===== config.mk =====
export PLATFORM = sky130hd
export DESIGN_NAME = flash_id_probe
export DESIGN_NICKNAME = d
export VERILOG_FILES = /design/src/rtl/fidp_pkg.sv /design/src/rtl/fidp_timer.sv /design/src/rtl/fidp_id_decode.sv /design/src/rtl/flash_id_probe.sv
export SDC_FILE = /design/constraint.sdc
export NUM_CORES = 1
export LEC_CHECK = 0
export BUFFER_PORTS_ARGS = -buffer_cell sky130_fd_sc_hd__buf_2
export CAP_MARGIN = 5
export CORE_MARGIN = 4
export CORE_UTILIZATION = 40
export CTS_CLUSTER_DIAMETER = 100
export DETAILED_ROUTE_END_ITERATION = 10
export PLACE_DENSITY = 0.66
export SLEW_MARGIN = 20
export SYNTH_ARGS = -nofsm -noshare
export SYNTH_HDL_FRONTEND = slang
export SYNTH_SLANG_ARGS = --single-unit

===== constraint.sdc =====
create_clock -name clk -period 1.8 [get_ports clk]
set_input_delay 0.18 -clock clk [delete_from_list [all_inputs] [get_ports clk]]
set_output_delay 0.18 -clock clk [all_outputs]
set_load 0.005 [all_outputs]

===== src/rtl/fidp_pkg.sv =====
package fidp_pkg;

  typedef enum logic [2:0] {
    PS_LAUNCH,
    PS_IDLE,
    PS_CMD_ID,
    PS_SETTLE,
    PS_RD_HI,
    PS_RD_LO,
    PS_CMD_RD
  } probe_st_e;

  typedef enum logic [1:0] {
    SZ_NONE = 2'd0,
    SZ_1MIB = 2'd1,
    SZ_4MIB = 2'd2
  } cap_e;

  localparam logic [7:0] CMD_READ_ID = 8'h90;
  localparam logic [7:0] CMD_ARRAY   = 8'hFF;

  // Offset of the second identifier byte, chosen by the first byte.
  function automatic logic [1:0] lo_byte_offset(input logic [7:0] hi_byte,
                                                input logic [7:0] wide_tag);
    return (hi_byte == wide_tag) ? 2'd2 : 2'd1;
  endfunction

  // Map a 16-bit identifier to a capacity class.
  function automatic cap_e classify(input logic [15:0] ident,
                                    input logic [15:0] id_small,
                                    input logic [15:0] id_large);
    if (ident == id_small)      return SZ_1MIB;
    else if (ident == id_large) return SZ_4MIB;
    else                        return SZ_NONE;
  endfunction

endpackage


===== src/rtl/fidp_timer.sv =====
module fidp_timer #(
  parameter int CNT_W = 4
) (
  input  logic             clk,
  input  logic             rst_n,
  input  logic             load,
  input  logic [CNT_W-1:0] load_val,
  output logic             expired
);
  logic [CNT_W-1:0] cnt;

  always_ff @(posedge clk) begin
    if (!rst_n)          cnt <= '0;
    else if (load)       cnt <= load_val;
    else if (cnt != '0)  cnt <= cnt - 1'b1;
  end

  assign expired = (cnt == '0);


  timer_hold_chk: assert property (@(posedge clk) disable iff (!rst_n)
    (load && load_val != '0) |=> !expired);

endmodule


===== src/rtl/fidp_id_decode.sv =====
module fidp_id_decode
  import fidp_pkg::*;
#(
  parameter logic [15:0] ID_SMALL = 16'h89A6,
  parameter logic [15:0] ID_LARGE = 16'hB0D4
) (
  input  logic [15:0] ident,
  output logic        known,
  output cap_e        cap
);
  always_comb begin
    cap   = classify(ident, ID_SMALL, ID_LARGE);
    known = (cap != SZ_NONE);
  end
endmodule


===== src/rtl/flash_id_probe.sv =====
module flash_id_probe
  import fidp_pkg::*;
#(
  parameter int              ADDR_W     = 22,
  parameter int              SETTLE_CYC = 3750,
  parameter int              RD_LAT     = 2,
  parameter logic [ADDR_W-1:0] CMD_OFS  = 'h8000,
  parameter logic [7:0]      WIDE_TAG   = 8'hB0,
  parameter logic [15:0]     ID_SMALL   = 16'h89A6,
  parameter logic [15:0]     ID_LARGE   = 16'hB0D4
) (
  input  logic              clk,
  input  logic              rst_n,
  input  logic              start,
  output logic              done,
  output logic [15:0]       id,
  output logic              id_valid,
  output logic [1:0]        size_code,
  output logic [ADDR_W-1:0] fl_addr,
  output logic [7:0]        fl_wdata,
  input  logic [7:0]        fl_rdata,
  output logic              fl_we,
  output logic              fl_re
);
  localparam int MAX_DUR = (SETTLE_CYC > RD_LAT) ? SETTLE_CYC : RD_LAT;
  localparam int CNT_W   = $clog2(MAX_DUR + 1);

  probe_st_e state, state_n;
  logic      tmr_exp, tmr_load;
  logic [CNT_W-1:0] tmr_val;
  logic [7:0] hi_q, lo_q;
  logic       dec_known;
  cap_e       dec_cap;

  // Named internal events
  logic probe_go, cmd_id_evt, cmd_rd_evt, cap_hi_evt, cap_lo_evt, rd_hi_ph, rd_lo_ph;
  assign probe_go   = (state == PS_IDLE) && start;
  assign cmd_id_evt = (state == PS_CMD_ID);
  assign cmd_rd_evt = (state == PS_CMD_RD);
  assign rd_hi_ph   = (state == PS_RD_HI);
  assign rd_lo_ph   = (state == PS_RD_LO);
  assign cap_hi_evt = rd_hi_ph && tmr_exp;
  assign cap_lo_evt = rd_lo_ph && tmr_exp;

  always_comb begin
    state_n = state;
    unique case (state)
      PS_LAUNCH: state_n = PS_CMD_ID;
      PS_IDLE:   if (start)   state_n = PS_CMD_ID;
      PS_CMD_ID: state_n = PS_SETTLE;
      PS_SETTLE: if (tmr_exp) state_n = PS_RD_HI;
      PS_RD_HI:  if (tmr_exp) state_n = PS_RD_LO;
      PS_RD_LO:  if (tmr_exp) state_n = PS_CMD_RD;
      PS_CMD_RD: state_n = PS_IDLE;
      default:   state_n = PS_IDLE;
    endcase
  end

  // Timer reload on every state change, with the new state's duration minus one
  always_comb begin
    tmr_load = (state_n != state);
    case (state_n)
      PS_SETTLE:          tmr_val = CNT_W'(SETTLE_CYC - 1);
      PS_RD_HI, PS_RD_LO: tmr_val = CNT_W'(RD_LAT - 1);
      default:            tmr_val = '0;
    endcase
  end

  fidp_timer #(.CNT_W(CNT_W)) u_timer (
    .clk(clk), .rst_n(rst_n), .load(tmr_load), .load_val(tmr_val), .expired(tmr_exp)
  );

  always_ff @(posedge clk) begin
    if (!rst_n) begin
      state <= PS_LAUNCH;
      hi_q  <= '0;
      lo_q  <= '0;
    end else begin
      state <= state_n;
      if (cap_hi_evt) hi_q <= fl_rdata;
      if (cap_lo_evt) lo_q <= fl_rdata;
    end
  end

  // Bus drive
  always_comb begin
    fl_we    = cmd_id_evt || cmd_rd_evt;
    fl_re    = rd_hi_ph || rd_lo_ph;
    fl_wdata = cmd_rd_evt ? CMD_ARRAY : (cmd_id_evt ? CMD_READ_ID : 8'h00);
    if (fl_we)         fl_addr = CMD_OFS;
    else if (rd_lo_ph) fl_addr = ADDR_W'(lo_byte_offset(hi_q, WIDE_TAG));
    else               fl_addr = '0;
  end

  fidp_id_decode #(.ID_SMALL(ID_SMALL), .ID_LARGE(ID_LARGE)) u_dec (
    .ident({hi_q, lo_q}), .known(dec_known), .cap(dec_cap)
  );

  // Result registers: cleared on an accepted start, loaded at the end write
  always_ff @(posedge clk) begin
    if (!rst_n) begin
      done      <= 1'b0;
      id        <= '0;
      id_valid  <= 1'b0;
      size_code <= SZ_NONE;
    end else begin
      done <= cmd_rd_evt;
      if (probe_go) begin
        id        <= '0;
        id_valid  <= 1'b0;
        size_code <= SZ_NONE;
      end else if (cmd_rd_evt) begin
        id        <= {hi_q, lo_q};
        id_valid  <= dec_known;
        size_code <= dec_cap;
      end
    end
  end


  we_addr_chk: assert property (@(posedge clk) disable iff (!rst_n)
    fl_we |-> (fl_addr == CMD_OFS));

  bus_excl_chk: assert property (@(posedge clk) disable iff (!rst_n)
    !(fl_we && fl_re));

  settle_gap_chk: assert property (@(posedge clk) disable iff (!rst_n)
    (fl_we && fl_wdata == CMD_READ_ID) |=> !fl_re);

  done_pulse_chk: assert property (@(posedge clk) disable iff (!rst_n)
    done |=> !done);

  done_after_exit_chk: assert property (@(posedge clk) disable iff (!rst_n)
    (fl_we && fl_wdata == CMD_ARRAY) |=> done);

  valid_size_chk: assert property (@(posedge clk) disable iff (!rst_n)
    id_valid |-> (size_code != 2'd0));

endmodule


# After elaboration in Yosys (flattened, before gate mapping)
# Cells that the tools add are included.
[op_classes]
n_addsub = 1
n_eq_ne = 13
muxes = 15
bitwise = 1
reduce_logical = 12
[ops]
columns = ["cell", "count"]
rows = [
  ["16-bit == test, second input constant", 2],
  ["12-bit 2-to-1 mux", 2],
  ["12-bit one-hot mux with 2 select lines", 1],
  ["3-bit one-hot mux with 6 select lines", 1],
  ["16-bit 2-to-1 mux", 1],
  ["8-bit 2-to-1 mux", 2],
  ["3-bit == test, second input constant", 5],
  ["12-bit logical NOT", 1],
  ["3-bit 2-to-1 mux", 4],
  ["12-bit nonzero test", 1],
  ["12-bit by 1-bit subtractor with 12-bit output, second input constant", 1],
  ["3-bit by 2-bit == test with 1-bit output, second input constant", 3],
  ["8-bit == test, second input constant", 1],
  ["2-bit 2-to-1 mux", 4],
  ["2-bit nonzero test", 2],
  ["2-bit OR reduction", 2],
  ["3-bit by 1-bit == test with 1-bit output, second input constant", 1],
  ["1-bit logical AND", 3],
  ["3-bit logical NOT", 1],
  ["3-bit inequality test", 1],
  ["1-bit logical OR", 2],
  ["1-bit inverter", 1],
]
[totals]
regBits = 51
elab_cells = 50

# Longest topological paths before layout
[logic_depth]
word_depth = 7
depth_mapped = 8

# By module
# From an unflattened synthesis, not the netlist that was laid out.
[unflattened]
hier_cells = 314
area_unflattened_um2 = 2546.2
[modules_own_cells]
columns = ["module", "n_inst", "cells_each", "area_each_um2", "seq_area_each_um2"]
rows = [
  ["flash_id_probe", 1, 212, 1756.7, 780.7],
  ["fidp_timer", 1, 90, 703.2, 240.2],
  ["fidp_id_decode", 1, 12, 86.3, 0.0],
]

# Worst setup path before layout
# Ideal clock, no wire load.
[synth_path]
kind = "flip-flop to flip-flop"
start = "register u_timer.cnt[0]"
end = "register hi_q[0]"
setup_ns = 0.128
t_arrival_ns = 1.807
required_time_ns = 1.672
path_slack_ns = -0.135
path_stages_with_launch = 9
n_path_buf = 1
period_less_slack_ns = 1.935
cell_sequence = "dfxtp_1 inv_1 ha_1 or3b_4 nor4_4 and4b_1 buf_6 mux2i_1 nor2_1"
[synth_via]
elab_chain_cells = 2
[synth_rtl]
columns = ["item", "line", "rtl"]
rows = [
  ["from (decl)", "fidp_timer.sv:10", "logic [CNT_W-1:0] cnt;"],
  ["from (signal assigned)", "fidp_timer.sv:14", "else if (load) cnt <= load_val;"],
  ["from (signal assigned)", "fidp_timer.sv:15", "else if (cnt != '0) cnt <= cnt - 1'b1;"],
  ["12-bit logical NOT", "fidp_timer.sv:18", "assign expired = (cnt == '0);"],
  ["1-bit logical AND", "flash_id_probe.sv:42", "assign cap_hi_evt = rd_hi_ph && tmr_exp;"],
  ["to (signal assigned)", "flash_id_probe.sv:80", "if (cap_hi_evt) hi_q <= fl_rdata;"],
  ["to (decl)", "flash_id_probe.sv:31", "logic [7:0] hi_q, lo_q;"],
]
# No other way between the ends.
# A chain may end at the register's enable or synchronous reset.

# Worst setup path after layout
[layout_path]
start = "register hi_q[1]"
end = "output fl_addr[1]"
[layout_via]
elab_chain_cells = 4
[layout_rtl]
columns = ["item", "line", "rtl"]
rows = [
  ["8-bit == test", "fidp_pkg.sv:25", "return (hi_byte == wide_tag) ? 2'd2 : 2'd1;"],
  ["2-bit 2-to-1 mux", "fidp_pkg.sv:25", ""],
  ["2-bit 2-to-1 mux", "flash_id_probe.sv:91", "else if (rd_lo_ph) fl_addr = ADDR_W'(lo_byte_offset(hi_q, WIDE_TAG));"],
  ["16-bit 2-to-1 mux", "flash_id_probe.sv:90", "if (fl_we) fl_addr = CMD_OFS;"],
  ["to (decl)", "flash_id_probe.sv:19", "output logic [ADDR_W-1:0] fl_addr,"],
]
# No other way between the ends.

==> impl_metrics.py <==
metrics = {
    "setup_path": {
        "critPathTopFamily": "simple AND/OR/NAND/NOR gates",
        "crit_chain": "or4b_4 > nor4_4 > buf_4 > nor2b_4 > buf_2",
        "crit_arrival_ns": 1.72,
        "critPathKind": "flip-flop to output port",
        "endpoint_kind": "output port",
        "rrSetupSlack_ns": -0.10,
        "worstSetupStartpointType": "flip-flop",
        "timing.rr.start": "u_timer.cnt[0]",
        "crit_buf_inv": 2,
        "critPathRequiredTime_ns": 1.62,
        "slowest_stage": "or4b_4",
        "r2r_cells": 8,
        "r2r-end": "hi_q[1]",
        "worstPathMaxFanout": 3,
        "slowest_delay_ns": 0.56,
    },
    "drt": {
        "drc": 0,
        "first_pass_iters": 4,
        "wl_per_cell_microns": 12.9,
        "ant_nets": 0,
        "wl_microns": 5240,
        "drtIter0Drc": 104,
        "routed_via_density": 4.89,
        "num_vias": 1989,
    },
    "synth": {
        "avgSynthCellArea_sq_um": 8.63,
        "synth.distinct_cells": 52,
        "synth_area_leader_cell": "dfxtp_1",
        "yosysTopAreaCellShare_pct": 43.2,
        "yosys_warnings": 0,
        "async_flop_share_pct": 0,
        "synth_area_leaders": "dfxtp_1 43%, buf_4 9.2%, nand2_1 8.1%, mux2i_1 6.8%, a21oi_1 4.9%",
        "synth_ff_type": "dfxtp_1",
        "syn-instance-count": 274,
        "synth_edf_count": 0,
        "yosysSeqAreaShare_pct": 43.2,
        "netlist_area_sq_um": 2360,
        "ys_seq_elements": 51,
    },
    "sta": {
        "fin_ws_ns": -0.101,
        "skew_ns": 0.00724,
        "fin_crit_ns": 1.90,
        "period_share_pct": 106,
        "hold_slack_ns": 0.125,
        "hold_viol_final": 0,
        "fmax_mhz": 526,
        "slew_headroom_pct": 56.1,
        "slew_violations": 0,
        "rsz0062_at_grt": "yes",
        "setup_viol_count_final": 18,
        "tightestPinTransition_ns": 0.650,
    },
    "clock_network": {
        "cts.clk_slew.worst_paths_ns": 0.09,
        "cts_tree": "done",
        "clock_latency_ns": 0.30,
        "cts_made_buffers": 5,
        "root_buffer": "clkbuf_8",
        "htree_levels": 2,
        "cts_max_path_buffers": 2,
        "clock_sink_count": 51,
    },
    "grt": {
        "grt_usage_pct": 14.1,
        "grt_max_degree": 23,
        "antenna_found_initial": 0,
        "grt_first_pass_wirelength_microns": 8450,
        "grt_pass1_vias": 1859,
        "grt_remaining_overflow": 0,
    },
    "die": {
        "design.core.area_sq_um": 5610,
        "ioPinCount": 63,
        "die_x_microns": 84.9,
        "row_count": 27,
        "start_util_pct": 42.2,
        "die-area_sq_um": 7210,
        "die_h_microns": 84.9,
    },
    "run_status": {
        "outcome": "finished with violations",
        "violations": "negative setup slack",
    },
    "place": {
        "io_buffer_count": 43,
        "postPlaceCellArea_sq_um": 2720,
        "dp_hpwl_microns": 3830,
        "routabilityCongestion": 0.881,
    },
    "power": {
        "p_leak_nw": 1.29,
        "power_density_nw_per_um2": 921,
        "ir_drop_mv": 0.397,
    },
    "cells_and_area": {
        "fin_nets": 346,
        "syn2layout_area_growth_pct": 26.1,
        "n_fill_cell": 509,
        "design_area_sq_um": 2980,
        "drive_gt1_share_pct": 34.9,
        "n_antenna_cell": 0,
    },
    "min_path": {
        "hold-path-endpoint": "lo_q[4]",
        "hold_start": "fl_rdata[4]",
        "min_path_cells": 3,
        "hold_path_class": "input port to flip-flop",
    },
    "job": {
        "drv_cap": 0,
    },
}
worst min-delay path, cell delays in order:
cell	delay, ns
buf_2	0.09
mux2i_1	0.05
nor2_1	0.07
layout make-up:
type | count | area [sq um] | share of cell area (%)
clock buffer | 6 | 82.6 | 2.77
multi-input combinational | 198 | 1270 | 42.6
inverter | 4 | 15.0 | 0.503
sequential | 51 | 1020 | 34.3
clock inverter | 2 | 16.3 | 0.545
timing repair buffer | 74 | 484 | 16.2
tap | 72 | 90.1 | 3.02
cell families (layout without fill, tap and decap cells):
group	count (synthesis)	count (layout)	synth area share, %
AND/OR/NAND/NOR	110	110	23.9
flip-flops	51	51	43.2
AO/OA/AOI/OAI	48	48	12.2
buffers and inverters	43	86	11.8
multiplexers	16	16	6.77
XOR/XNOR	4	4	1.48
adder cells (fa/ha/maj)	1	1	0.529
other	1	19	0.159
metal layers:
metal	wire, microns	part of all wire [%]	vias up	global-route usage (%)
met4	37	0.71	0	4.32
met1	2440	47	928	18.7
met3	236	4.5	2	2.33
li1	-	-	1015	-
met2	2520	48	44	23.4
met5	0	0	-	0
per-stage QoR:
stage          total power, mW  setup slack [ns]  util, %  setup TNS (ns)  cells
3_3_place_gp              1.91           -0.0449     48.5          -0.390    396
5_1_grt                   2.90            -0.223     53.2           -4.45    407
3_5_place_dp              1.92           -0.0889     48.5           -1.10    396
6_report                  2.75            -0.101     53.2           -1.03    407
2_1_floorplan             1.70            -0.108        -           -1.56    292
4_1_cts                   2.68            -0.111     51.5           -1.02    406
synth_stat cells (all sizes together), types with 2 or more instances:
master	number
inv	3
a21oi	23
clkbuf	8
or4b	2
nor4	2
buf	31
mux2i	16
xnor2	3
nand2	51
nand4	2
or3	2
o31ai	2
nor2b	7
and4b	2
nor3	4
nor2	25
a31oi	3
and2	2
dfxtp	51
a211oi	3
o21ai	9
power by group:
group	internal [mW]	leakage, nW	switching (mW)
registers	1.17	0.414	0.0514
logic	0.416	0.832	0.417
clock network	0.314	0.0474	0.375
sequential cells by signal, summed over array words and instances (netlist names):
register,count
done,1
u_timer.cnt,12
state,3
size_code,2
lo_q,8
id_valid,1
id,16
hi_q,8
how the worst max path moves through the flow:
stage | from | endpoint | slack [ns] | cells after the start
detailed placement | u_timer.cnt[0] | hi_q[3] | -0.09 | 8
floorplan | u_timer.cnt[0] | hi_q[0] | -0.11 | 8
global route | u_timer.cnt[0] | hi_q[1] | -0.22 | 8
global placement | u_timer.cnt[0] | hi_q[5] | -0.04 | 8
finish | hi_q[1] | fl_addr[1] | -0.10 | 5
CTS | hi_q[2] | fl_addr[1] | -0.11 | 5
layout by cell type (no fill, tap or decap), types with 4 or more instances in the layout:
cell      instances
conb_1           19
clkbuf_8          6
nor2b_1           5
mux2i_1          16
dfxtp_1          49
nor2_1           22
o21ai_0           6
nand2_1          48
a21oi_1          19
a21oi_2           4
buf_2            43
buf_4            26
timing repair:
| item | 4_1_cts | 5_1_grt |
|---|---|---|
| pin swaps | 7 | 10 |
| resized for setup | 14 | 22 |
| setup buffers | 2 | 1 |
| endpoints found under the setup margin | 29 | 39 |
| hold buffers | 0 | 0 |
No activity file was read; power rests on OpenSTA's default activity.
